### src/rtl/pkt_hdr_pkg.sv
package pkt_hdr_pkg;
  localparam int WORD_W = 32;
  localparam int ID_W   = 5;
  localparam int TYPE_W = 3;
  localparam int KEEP_W = WORD_W / 8;

  // Bit positions fixed by the downstream header decoder
  localparam int ID_LSB   = 0;
  localparam int TYPE_LSB = 12;
  localparam int ROW_LSB  = 16;
  localparam int ROW_W    = 5;
  localparam int COL_LSB  = 21;
  localparam int COL_W    = 7;
  localparam int PAR_BIT  = 31;

  // Top bit chosen so the full word carries an odd count of ones
  function automatic logic odd_par_bit(input logic [WORD_W-2:0] body);
    return ~(^body);
  endfunction

  function automatic logic [WORD_W-1:0] make_header(
      input logic [ID_W-1:0]   id,
      input logic [TYPE_W-1:0] ptype);
    logic [WORD_W-1:0] h;
    h = '0;
    h[ID_LSB +: ID_W]     = id;
    h[TYPE_LSB +: TYPE_W] = ptype;
    h[ROW_LSB +: ROW_W]   = '1;
    h[COL_LSB +: COL_W]   = '1;
    h[PAR_BIT]            = odd_par_bit(h[WORD_W-2:0]);
    return h;
  endfunction

  // Counter pattern: {dest index, round low byte, beat index}
  function automatic logic [WORD_W-1:0] count_word(
      input logic [31:0] dest,
      input logic [31:0] iter,
      input logic [31:0] beat);
    return ((dest & 32'hFF) << 24) | ((iter & 32'hFF) << 16) | (beat & 32'hFFFF);
  endfunction
endpackage

### src/rtl/pkt_seq.sv
module pkt_seq #(
  parameter int NUM_DEST = 4,
  parameter int PKT_LEN  = 8,
  parameter int ITER_W   = 16,
  localparam int DEST_W  = (NUM_DEST > 1) ? $clog2(NUM_DEST) : 1,
  localparam int BEAT_W  = $clog2(PKT_LEN + 1)
) (
  input  logic              clk,
  input  logic              rst_n,
  input  logic              start,
  input  logic [ITER_W-1:0] iter_count,
  input  logic              ready,
  output logic              busy,
  output logic              done,
  output logic              accept,
  output logic              hdr_beat,
  output logic              last_beat,
  output logic [BEAT_W-1:0] beat_idx,
  output logic [DEST_W-1:0] dest_idx,
  output logic [ITER_W-1:0] iter_idx
);
  localparam logic [BEAT_W-1:0] BEAT_LAST = BEAT_W'(PKT_LEN);
  localparam logic [DEST_W-1:0] DEST_LAST = DEST_W'(NUM_DEST - 1);

  logic [ITER_W-1:0] iter_lim;
  logic              fire;
  logic              dest_wrap;
  logic              round_end;

  assign accept    = start && !busy;
  assign fire      = busy && ready;
  assign hdr_beat  = busy && (beat_idx == '0);
  assign last_beat = busy && (beat_idx == BEAT_LAST);
  assign dest_wrap = (dest_idx == DEST_LAST);
  assign round_end = (iter_idx == iter_lim - ITER_W'(1));

  always_ff @(posedge clk) begin
    if (!rst_n) begin
      busy     <= 1'b0;
      done     <= 1'b0;
      beat_idx <= '0;
      dest_idx <= '0;
      iter_idx <= '0;
      iter_lim <= '0;
    end else if (accept) begin
      busy     <= (iter_count != '0);
      done     <= (iter_count == '0);
      iter_lim <= iter_count;
      beat_idx <= '0;
      dest_idx <= '0;
      iter_idx <= '0;
    end else if (fire) begin
      if (last_beat) begin
        beat_idx <= '0;
        if (dest_wrap) begin
          dest_idx <= '0;
          if (round_end) begin
            busy <= 1'b0;
            done <= 1'b1;
          end else begin
            iter_idx <= iter_idx + ITER_W'(1);
          end
        end else begin
          dest_idx <= dest_idx + DEST_W'(1);
        end
      end else begin
        beat_idx <= beat_idx + BEAT_W'(1);
      end
    end
  end
endmodule

### src/rtl/pkt_hdr_gen.sv
module pkt_hdr_gen
  import pkt_hdr_pkg::*;
#(
  parameter int NUM_DEST = 4,
  localparam int DEST_W  = (NUM_DEST > 1) ? $clog2(NUM_DEST) : 1
) (
  input  logic [ID_W*NUM_DEST-1:0] dest_ids,
  input  logic [DEST_W-1:0]        dest_idx,
  input  logic [TYPE_W-1:0]        ptype,
  output logic [WORD_W-1:0]        header
);
  logic [ID_W-1:0] id_tab [NUM_DEST];

  for (genvar g = 0; g < NUM_DEST; g++) begin : g_tab
    assign id_tab[g] = dest_ids[g*ID_W +: ID_W];
  end

  assign header = make_header(id_tab[dest_idx], ptype);
endmodule

### src/rtl/pkt_data_gen.sv
module pkt_data_gen
  import pkt_hdr_pkg::*;
#(
  parameter int NUM_DEST = 4,
  parameter int PKT_LEN  = 8,
  parameter int ITER_W   = 16,
  localparam int DEST_W  = (NUM_DEST > 1) ? $clog2(NUM_DEST) : 1,
  localparam int BEAT_W  = $clog2(PKT_LEN + 1)
) (
  input  logic                       data_mode,
  input  logic [WORD_W*NUM_DEST-1:0] src_data,
  input  logic [DEST_W-1:0]          dest_idx,
  input  logic [ITER_W-1:0]          iter_idx,
  input  logic [BEAT_W-1:0]          beat_idx,
  output logic [WORD_W-1:0]          data
);
  logic [WORD_W-1:0] src_tab [NUM_DEST];
  logic [31:0]       data_k;

  for (genvar g = 0; g < NUM_DEST; g++) begin : g_src
    assign src_tab[g] = src_data[g*WORD_W +: WORD_W];
  end

  // Data beats sit at beat_idx 1..PKT_LEN; k counts from zero
  assign data_k = 32'(beat_idx) - 32'd1;

  always_comb begin
    if (data_mode) data = src_tab[dest_idx];
    else           data = count_word(32'(dest_idx), 32'(iter_idx), data_k);
  end
endmodule

### src/rtl/pkt_hdr_sender.sv
module pkt_hdr_sender
  import pkt_hdr_pkg::*;
#(
  parameter int NUM_DEST = 4,
  parameter int PKT_LEN  = 8,
  parameter int ITER_W   = 16
) (
  input  logic                       clk,
  input  logic                       rst_n,
  input  logic                       start,
  input  logic [ITER_W-1:0]          iter_count,
  input  logic [TYPE_W-1:0]          pkt_type,
  input  logic                       data_mode,
  input  logic [ID_W*NUM_DEST-1:0]   dest_ids,
  input  logic [WORD_W*NUM_DEST-1:0] src_data,
  output logic                       m_tvalid,
  input  logic                       m_tready,
  output logic [WORD_W-1:0]          m_tdata,
  output logic                       m_tlast,
  output logic [KEEP_W-1:0]          m_tkeep,
  output logic                       busy,
  output logic                       done
);
  localparam int DEST_W = (NUM_DEST > 1) ? $clog2(NUM_DEST) : 1;
  localparam int BEAT_W = $clog2(PKT_LEN + 1);

  logic              accept;
  logic              hdr_beat;
  logic              last_beat;
  logic [BEAT_W-1:0] beat_idx;
  logic [DEST_W-1:0] dest_idx;
  logic [ITER_W-1:0] iter_idx;
  logic [TYPE_W-1:0] type_q;
  logic [WORD_W-1:0] header;
  logic [WORD_W-1:0] data;

  pkt_seq #(.NUM_DEST(NUM_DEST), .PKT_LEN(PKT_LEN), .ITER_W(ITER_W)) u_seq (
    .clk(clk), .rst_n(rst_n), .start(start), .iter_count(iter_count),
    .ready(m_tready), .busy(busy), .done(done), .accept(accept),
    .hdr_beat(hdr_beat), .last_beat(last_beat), .beat_idx(beat_idx),
    .dest_idx(dest_idx), .iter_idx(iter_idx)
  );

  always_ff @(posedge clk) begin
    if (!rst_n)      type_q <= '0;
    else if (accept) type_q <= pkt_type;
  end

  pkt_hdr_gen #(.NUM_DEST(NUM_DEST)) u_hdr (
    .dest_ids(dest_ids), .dest_idx(dest_idx), .ptype(type_q), .header(header)
  );

  pkt_data_gen #(.NUM_DEST(NUM_DEST), .PKT_LEN(PKT_LEN), .ITER_W(ITER_W)) u_data (
    .data_mode(data_mode), .src_data(src_data), .dest_idx(dest_idx),
    .iter_idx(iter_idx), .beat_idx(beat_idx), .data(data)
  );

  assign m_tvalid = busy;
  assign m_tdata  = hdr_beat ? header : data;
  assign m_tlast  = last_beat;
  assign m_tkeep  = '1;
endmodule

### config.mk
export PLATFORM = sky130hd
export DESIGN_NAME = pkt_hdr_sender
export DESIGN_NICKNAME = d
export VERILOG_FILES = /design/src/rtl/pkt_hdr_pkg.sv /design/src/rtl/pkt_seq.sv /design/src/rtl/pkt_hdr_gen.sv /design/src/rtl/pkt_data_gen.sv /design/src/rtl/pkt_hdr_sender.sv
export SDC_FILE = /design/constraint.sdc
export NUM_CORES = 1
export LEC_CHECK = 0
export CAP_MARGIN = 10
export CORE_ASPECT_RATIO = 2
export CORE_MARGIN = 1.5
export CORE_UTILIZATION = 47
export CTS_CLUSTER_SIZE = 10
export DETAILED_ROUTE_END_ITERATION = 10
export GPL_ROUTABILITY_DRIVEN = 0
export PLACE_DENSITY = 0.9
export SLEW_MARGIN = 25
export SYNTH_ARGS = -nofsm -noshare
export SYNTH_HDL_FRONTEND = slang
export SYNTH_HIERARCHICAL = 1
export SYNTH_SLANG_ARGS = --single-unit
### constraint.sdc
create_clock -name clk -period 7.05 [get_ports clk]
set_input_delay 1.0575 -clock clk [delete_from_list [all_inputs] [get_ports clk]]
set_output_delay 1.0575 -clock clk [all_outputs]
set_load 0.005 [all_outputs]
Word level (Yosys, flattened, before mapping)
Index checks and enable logic that the tools add are counted.
Widths: inputs -> output; s select.
- register bits: 43
- bits of input ports: 172
- output and inout port bits: 40
- word-level logic and storage cells: 59
- add/sub/neg operators: 5
- magnitude comparators: 1
- eq/ne operators: 3
- mux-type cells: 20
- bitwise logic cells: 6
- reductions and logical operators: 17
- operators with widths (operator ; count):
    $mux 32 ; 4
    $bmux 32 s2 ; 1
    $reduce_xor 31->1 ; 1
    $or 26x16->26 ; 1
    $or 26x24->26 ; 1
    $add 16x1->16 const B ; 1
    $eq 16x16->1 ; 1
    $logic_not 16->1 ; 1
    $reduce_bool 16->1 ; 1
    $sub 16x1->16 const B ; 1
    $bmux 5 s2 ; 1
    $mux 1 ; 10
    $mux 5 ; 2
    $reduce_and 4->1 ; 2
    $reduce_bool 2->1 ; 4
    $sub 4x1->5 const B ; 1
    $add 4x1->4 const B ; 1
    $eq 4x4->1 const B ; 1
    $logic_and 1x1->1 ; 4
    $logic_not 4->1 ; 1
    $mux 4 ; 1
    $ge 3x3->1 const B ; 1
    $not 1->1 ; 3
    $not 2->3 ; 1
    6 further kinds ; 6

Depth between registers and ports, before layout
Gate-level depths: netlist of the first run.
- depth after elaboration: 7
- mapped depth: 11
- depth with buffers taken out: 9

Cells and area by module
Netlist of the first run, hierarchy kept.
- modules (own cells, without submodules) (module ; times used ; cells each ; area an instance (µm²) ; seq. area each (µm²)):
    pkt_seq ; 1 ; 289 ; 2387.3 ; 800.8
    pkt_data_gen ; 1 ; 117 ; 1246.2 ; 0.0
    pkt_hdr_sender ; 1 ; 51 ; 694.4 ; 60.1
    pkt_hdr_gen ; 1 ; 39 ; 409.1 ; 0.0

Worst setup path after synthesis of the first run
No wires, ideal clock.
- kind: input to output
- start: input dest_ids[15]
- end: output m_tdata[31]
- data arrival time: 2333 ps
- data required time: 5992 ps
- path slack: 3659 ps
- stages: 4
- buffers on the path: 0
- cell sequence: mux4_2 -> xor2_1 -> xnor3_1 -> mux2_2
- cells in the longest elaborated chain, start to end: 6
- ends and longest elaborated chain (what ; RTL line ; text):
    start: declaration ; pkt_hdr_sender.sv:14 ; input logic [ID_W*NUM_DEST-1:0] dest_ids,
    $bmux 5 s2 ; pkt_hdr_gen.sv:18 ; assign header = make_header(id_tab[dest_idx], ptype);
    $mux 5 (not written as such) (2 in a row) ; pkt_hdr_gen.sv:18 ;
    $reduce_xor 31->1 ; pkt_hdr_pkg.sv:18 ; return ~(^body);
    $not 1->1 ; pkt_hdr_pkg.sv:18 ;
    via header[31] ; pkt_hdr_sender.sv:34 ; logic [WORD_W-1:0] header;
    $mux 32 ; pkt_hdr_sender.sv:59 ; assign m_tdata = hdr_beat ? header : data;
    end: declaration ; pkt_hdr_sender.sv:18 ; output logic [WORD_W-1:0] m_tdata,
The timed path passes the listed nets, and every way through them passes these cells. The select of a mux whose other input is x is not followed.

Final worst setup path of the first run
- start: input data_mode
- end: output m_tdata[15]
- cells in the longest elaborated chain, start to end: 2
- ends and longest elaborated chain (what ; RTL line ; text):
    start: declaration ; pkt_hdr_sender.sv:13 ; input logic data_mode,
    $mux 32 ; pkt_data_gen.sv:28 ; if (data_mode) data = src_tab[dest_idx];
    via data[15] ; pkt_hdr_sender.sv:35 ; logic [WORD_W-1:0] data;
    $mux 32 ; pkt_hdr_sender.sv:59 ;
The timed path passes the listed nets, and every way through them passes these cells.

==> results list, run 1 <==
- The routed layout has around 4600 vias.
* Count of cells resized by post-cts repair: 0
- In the synthesized netlist the dominant register cell turns out to be dfxtp_1.
- Height of the chip: 145 um
* Yosys synthesis warning count: 6
- Once the clock tree was built, the setup fixing pass inserted 0 buffers.
- Antenna violations before repair: 0
* Post-detailed-route wirelength per cell: 17.8 um
- Die outline area: 0.0107 mm2
- Average via count per standard cell: about 5.7
* Final hold violations: 0
- Fmax: ~210 MHz
- The critical path goes through clkdlybuf4s50_1 -> nand2b_1 -> o22ai_1 -> or2_2 -> mux2_4 -> clkdlybuf4s50_1.
- STA classifies the critical path startpoint as a primary input.
* Global router's overall resource usage: 27.6%
* Detailed-routing iteration count for the pre-antenna-repair pass: 4
- Layout cell share with drive strength beyond 1: approximately 12%
* Number of port buffers: 207
- Setup repair after global routing missed its margin: false
- Buffers inserted during clock tree synthesis total 5.
* Total grt overflow: 0
* Clock root buffer: clkbuf_16
- WL final: roughly 14 mm
* Global-route wire length before repair: 22.9 mm
* Most frequent cells in the layout: 207 x clkdlybuf4s50_1, 49 x nand2_1, 41 x dfxtp_1, 33 x mux2i_1, 31 x mux2_4
* DIE WIDTH: 74.0 um
- The repair_antennas step left the layout with diodes totalling 0.
- The initialized floorplan defines between 50 and 60 standard-cell rows.
- Clock sink total: 43
- Number of pins exceeding their max-slew limit in the final report: 0
- After detailed placement, the design holds a cell count of 799.
* Clock Skew: 6.85 ps
- Critical Path Most Common Cell: clkdlybuf4s50_1
- CP arrival: 3760 ps
- Area growth, synth to finish: 42.4%
- Share of synthesized flip-flops with an asynchronous set or reset: 0%
- In this run the static leakage power is 2.44 nW.
- The clock passes through at most 2 buffers.
- Detailed placement ended at an HPWL of approximately 12 mm.
- In this run the worst path has a maximum fanout of 23.
- Clock tree from TritonCTS: yes
- The number of different library cells used by synthesis comes to 59.
- Maximum resistive drop on vdd: about 0.11 mV
* Sequential share of the synthesized area: 18.2%
- Register clock-pin slew on the reported worst setup and hold paths: 60 ps
- The region available for standard cell placement spans 0.00976 mm2.
* Most frequent standard cell in the layout excluding fill and tap cells: clkdlybuf4s50_1
- Each instance of the synthesized netlist takes up on average between 9 and 10 um2.
- Setup Viol. Count Final: 0
- Peak per-stage delay on the critical path: ~840 ps
- Netlist area before placement: 0.00474 mm2
- The worst path needs approximately 4800 ps of the cycle, external delays included.
- I/O pin count: 212
* Finished Layout Cells: between 800 and 900
* Number of enable flip-flop cells after synthesis: 0
- Drt first-iter violations: 334
* Initial cell density of the core: 48.5%
* Portion of the clock cycle consumed by the worst path in the final layout: 68.3%
* Worst slew margin relative to its limit: approximately 44%
* Number of flip-flops and latches in the synthesized netlist: 43
- Status: finished clean
* Actual transition at the worst max-transition pin: 836 ps
* Residual DRC count: 0
* Setup TNS Final: 0 ps
* Post-synthesis cell count: 496
* Nets@finish: 852
* Worst Setup Path Type: primary input to output port
- H-tree lvl count: 2
- Hold_buf cts: 0
- Clock latency on the worst-skew pair: 290 ps
- Slowest library cell on the worst path: clkdlybuf4s50_1
- The detail route stage leaves a number of antenna-violating nets equal to 0.
- Pwr dens: 119 mW/mm2
* Number of global-route vias before repair: 4907
- Entering global routing, the biggest net connects 35 pins.
- For the worst setup path, the data required time is 5990 ps.
* Max-Cap Viols: 0
- The worst setup path is captured at an output port.
* Type of the worst min-delay path: register to register
==> path summary, 6_finish.rpt <==
| kind | from | endpoint | slack, ps | depth (start not counted) |
|---|---|---|---|---|
| max | data_mode | m_tdata[15] | 2240 | 6 |
| min | u_seq/iter_idx[15] | u_seq/iter_idx[15] | 510 | 2 |
| max reg2reg | u_seq/iter_lim[0] | u_seq/iter_idx[10] | 3970 | 10 |
| min reg2reg | u_seq/iter_idx[15] | u_seq/iter_idx[15] | 510 | 2 |
==> critical path, delay by kind of cell <==
family / cells / cell delay (ps)
mux: 1 / 260
buf+inv: 2 / 1280
simple gates: 2 / 980
compound gates: 1 / 150
==> per-stage QoR <==
| stage | instance area [um2] | setup slack (ps) | util (%) | hold WS (ps) | total power [mW] |
|---|---|---|---|---|---|
| after global routing | 6750 | 2050 | 69.1 | 532 | 0.840 |
| after global placement | 6600 | 2320 | 67.6 | 485 | 0.572 |
| after CTS | 6750 | 2240 | 69.1 | 511 | 0.807 |
| after detailed placement | 6600 | 2250 | 67.6 | 501 | 0.582 |
| final | 6750 | 2240 | 69.1 | 512 | 0.803 |
| after floorplan | 4830 | 3660 | - | 456 | 0.434 |
==> cell type report <==
type | instances | area, um2
flip-flops and latches | 43 | 863
repair buffers | 211 | 2100
multi-input cells | 401 | 3430
clock buffers | 6 | 129
well taps | 132 | 165
inverters | 12 | 45.0
fillers | 734 | 3020
clock inverters | 2 | 12.5
==> registers in the layout, summed over array words and instances (netlist names) <==
| name | count |
|---|---|
| u_seq/done | 1 |
| u_seq/dest_idx | 2 |
| u_seq/iter_lim | 16 |
| u_seq/busy | 1 |
| type_q | 3 |
| u_seq/beat_idx | 4 |
| u_seq/iter_idx | 16 |
==> per-layer routing <==
metal | routed length, um | share of wire (%) | GRT usage [%] | vias up
li1 | - | - | - | 2162
met5 | 0 | 0 | 0 | -
met4 | 776 | 5.4 | 15.7 | 0
met3 | 689 | 4.8 | 4.44 | 56
met2 | 8490 | 59 | 53.3 | 191
met1 | 4410 | 31 | 24.8 | 2174
==> where the power goes <==
group	switching (mW)	total (mW)	internal, mW	leakage (nW)
combinational	0.106	0.314	0.208	2.03
sequential	0.0134	0.264	0.251	0.351
clock	0.0943	0.225	0.131	0.0669
==> synth_stat cells, types with 5 or more instances <==
library cell	n	area, um2
a21boi_0	16	120
a21oi_1	21	105
and2_1	9	56.3
buf_4	34	255
buf_6	8	90.1
clkbuf_1	13	48.8
dfxtp_1	43	861
ha_1	6	75.1
inv_1	11	41.3
mux2_2	12	135
mux2_4	31	465
mux2i_1	33	330
mux4_1	16	420
mux4_2	7	158
nand2_1	49	184
nand2b_1	5	31.3
nand3_1	12	60.1
nor2_1	12	45.0
nor3_1	9	45.0
nor4_1	7	43.8
o22ai_1	13	81.3
o31ai_1	15	113
or2_2	12	75.1
or4_1	16	120
xnor2_1	14	123
xor2_1	9	78.8
==> cell families after synthesis <==
family | share of synthesized area [%]
AND/OR/NAND/NOR | 18.3
AO/OA/AOI/OAI | 12.4
other | 0.238
multiplexers | 31.9
XOR/XNOR | 6.02
adder cells (fa/ha/maj) | 1.58
flip-flops | 18.2
buffers and inverters | 11.4
(Power assumes the default switching activity.)
==> inputs of run 2 (changes only) <==
--- a/config.mk
+++ b/config.mk
@@ -8,11 +8,11 @@
 export CAP_MARGIN = 10
 export CORE_ASPECT_RATIO = 2
 export CORE_MARGIN = 1.5
-export CORE_UTILIZATION = 47
+export CORE_UTILIZATION = 43
 export CTS_CLUSTER_SIZE = 10
 export DETAILED_ROUTE_END_ITERATION = 10
 export GPL_ROUTABILITY_DRIVEN = 0
-export PLACE_DENSITY = 0.9
+export PLACE_DENSITY = 0.83
 export SLEW_MARGIN = 25
 export SYNTH_ARGS = -nofsm -noshare
 export SYNTH_HDL_FRONTEND = slang
==> constraint.sdc (replaced) <==
create_clock -name clk -period 4.75 [get_ports clk]
set_input_delay 0.7125 -clock clk [delete_from_list [all_inputs] [get_ports clk]]
set_output_delay 0.7125 -clock clk [all_outputs]
set_load 0.005 [all_outputs]
==> results list, run 2 (synthesis gave the netlist of run 1 again) <==
* Global-route wire length before repair: 21.3 mm (-7.1%)
- Part of the power in registers: 32.9% (about the same)
* Met1 global-route usage: 19.1% (-5.8 points)
- Most frequent cells in the layout: 207 x clkdlybuf4s50_1, 49 x nand2_1, 42 x dfxtp_1, 33 x mux2i_1, 31 x mux2_4
- Share of total power in the clock network: 27.8% (-0.2 points)
* Number of cells after detailed placement: 811 (+1.5%)
- The most numerous cell type found on the critical path is clkdlybuf4s50_1.
* Most frequent standard cell in the layout excluding fill and tap cells: clkdlybuf4s50_1
- TritonCTS built the clock tree.
- Clock root buffer: clkbuf_16
- The HPWL after detailed placement is 11.5 mm (-2.1%).
- The effective utilization at floorplan is 43.8% (-4.7 points).
- The startpoint identified for the worst register-to-register timing path is u_seq/iter_lim[0].
* Die outline area: 0.0117 mm2 (+9.0%)
- The run finished with clean final reports.
* Actual transition at the worst max-transition pin: 745 ps (-90.9 ps)
* Clock Skew: 7.36 ps (+0.518 ps)
- STA classifies the critical path startpoint as a primary input.
- Clock Tree Buf Depth: 2 (unchanged)
- Number of diodes added for antenna fixing: 0 (unchanged)
- The worst setup timing slack at the placement stage was 1040 ps (-1210 ps).
- The accumulated negative setup slack is 0 ps (unchanged).
* WL final: 13.9 mm (-3.3%)
- The total leakage power was 2.46 nW (+0.83%).
- Setup repair after global routing missed its margin: false
- The data required time at the worst endpoint came to 4040 ps (-1950 ps).
- Number of port buffers: 207 (unchanged)
- Drt first-iter violations: 206 (-38%)
- Post-route ant nets: 0 (unchanged)
- Height of the chip: 151 um (+4.5%)
- Slowest library cell on the worst path: mux4_2
- Count of cells along the worst register-to-register path: 10 (unchanged)
- Postcts setup bufs: 0 (unchanged)
* Global-route layer with the greatest usage: met2
* Setup Viol. Count Final: 0 (unchanged)
- The peak ir drop on the vdd network was 0.176 mV (+54%).
* Nets@finish: 856 (+0.47%)
- The number of stages on the worst hold path was 2 (unchanged).
- Int Pwr: 0.876 mW (+49%)
* Top flop regs: u_seq/iter_idx x16, u_seq/iter_lim x16, u_seq/beat_idx x4
- The CTS clock-pin slew for the worst setup and hold paths came to 60 ps (about the same).
* Fmax: 270 MHz
- The post-CTS resize count was 0 (unchanged).
- The worst register-to-register path ends at u_seq/iter_idx[14].
- Critical-path maximum fanout: 2 (-91%)
* M3 GR Usage: 4.76% (+0.31 points)
- I/O pin count: 212 (unchanged)
- Layout cell share with drive strength beyond 1: 12.5% (+0.37 points)
- DR vias: 4540 (-0.94%)
- Pwr dens: 176 mW/mm2 (+47%)
- Final setup margin: 1050 ps (-1190 ps)
- Number of global-route vias before repair: 4705 (-4.1%)
- The filler-free cell count of the finished design is 819 (+1.5%).
- The placed cell area was 0.00664 mm2 (+0.61%).
* Switching part of the total: 26.5% (-0.14 points)
- Max-Cap Viols: 0 (unchanged)
- Type of the worst min-delay path: register to register
- The critical path goes through clkdlybuf4s50_1 -> mux4_2 -> xnor2_2 -> xnor3_1 -> mux2_2 -> clkdlybuf4s50_1.
* H-tree lvl count: 2 (unchanged)
* Average via count per standard cell: 5.54 (-2.4%)
- Clock latency on the worst-skew pair: 290 ps (about the same)
* Net switching power: 0.316 mW (+48%)
* Worst slew margin relative to its limit: 50.2% (+6.1 points)
- The maximum number of pins on one net before global-route repair was 33 (-5.7%).
* Power share of the combinational group: 39.3% (+0.2 points)
- Worst Hold Path EP: u_seq/iter_idx[15]
* Global router's overall resource usage: 23.1% (-4.5 points)
- Residual DRC count: 0 (unchanged)
- Final hold violations: 0 (unchanged)
- Antenna violations before repair: 0 (unchanged)
- The number of pins exceeding their max-slew limit in the final report came to 0 (unchanged).
* DIE WIDTH: 77.2 um (+4.4%)
- The core region area came to 0.0108 mm2 (+11%).
* Final Critical Period: 3700 ps
- Worst Setup Path Type: primary input to output port
- CP arrival: 2990 ps (-770 ps)
- Detailed-routing iteration count for the pre-antenna-repair pass: 4 (unchanged)
- Clock sink total: 43 (unchanged)
* Row Count: 54 (+5.9%)
- Total grt overflow: 0 (unchanged)
* Post-detailed-route wirelength per cell: 17.0 um (-4.7%)
- The highest cell delay on the worst timing path is 540 ps (-300 ps).
* Grt met2 use: 47.8% (-5.5 points)
- Total non-filler cell area in the finished layout: 0.00679 mm2 (+0.57%)
- Sort of element at the end of the critical path: output port
- The worst hold path begins at u_seq/iter_idx[15].
- The most critical setup path has its startpoint at dest_ids[17].
- Portion of the clock cycle consumed by the worst path in the final layout: 77.8%
- Area growth, synth to finish: 43.2%
- Worst reg-to-reg setup slack: 1630 ps (-2340 ps)
- The count of hold-fix buffers inserted at cts was 0 (unchanged).
- The total CTS buffers was 5 (unchanged).
[run 2: cell count changes in the layout (fill, tap and decap cells not counted)]
cell and change:
dfxtp_2 -1, buf_4 +4, dfxtp_1 +1
[run 2: area by class of cell]
| type | instances | area, um2 |
|---|---|---|
| clock buffer | 6 | 129 |
| clock inverter | 2 | 12.5 |
| fill | 928 | 4030 |
| inverter | 12 | 45.0 |
| multi-input combinational | 401 | 3430 |
| sequential | 43 | 862 |
| tap | 140 | 175 |
| timing repair buffer | 215 | 2130 |
[run 2: worst max path at each step]
stage / to / slack (ps) / cells past startpoint
2_1_floorplan: m_tdata[31] / 2050 / 4
3_3_place_gp: m_tdata[31] / 1070 / 6
3_5_place_dp: m_tdata[31] / 1040 / 6
4_1_cts: m_tdata[31] / 1040 / 6
5_1_grt: m_tdata[31] / 960 / 6
6_report: m_tdata[31] / 1050 / 6
[run 2: stage by stage]
stage          power [mW]  util, %  hold slack (ps)
2_1_floorplan       0.643        -              456
6_report             1.19     62.8              500
3_5_place_dp        0.867     61.5              493
3_3_place_gp        0.856     61.5              481
4_1_cts              1.20     62.8              501
5_1_grt              1.24     62.8              527
[run 2: power by group through the flow]
stage | Sequential [mW] | Combinational (mW) | Clock [mW]
2_1_floorplan | 0.392 | 0.252 | 0
3_3_place_gp | 0.398 | 0.457 | 0
3_5_place_dp | 0.400 | 0.467 | 0
4_1_cts | 0.392 | 0.470 | 0.333
5_1_grt | 0.393 | 0.500 | 0.347
6_report | 0.392 | 0.468 | 0.332
[run 2: layer usage]
metal / vias to the layer above / share of wire [%] / wire, um
met3: 41 / 5.8 / 809
met1: 2140 / 30 / 4180
li1: 2156 / - / -
met5: - / 0 / 0
met4: 0 / 4.5 / 629
met2: 203 / 60 / 8280
[run 2: critical path, delay by kind of cell]
family	cells	cell delay [ps]
xor gates and xnor gates	2	560
buffers and inverters	2	900
muxes	2	810
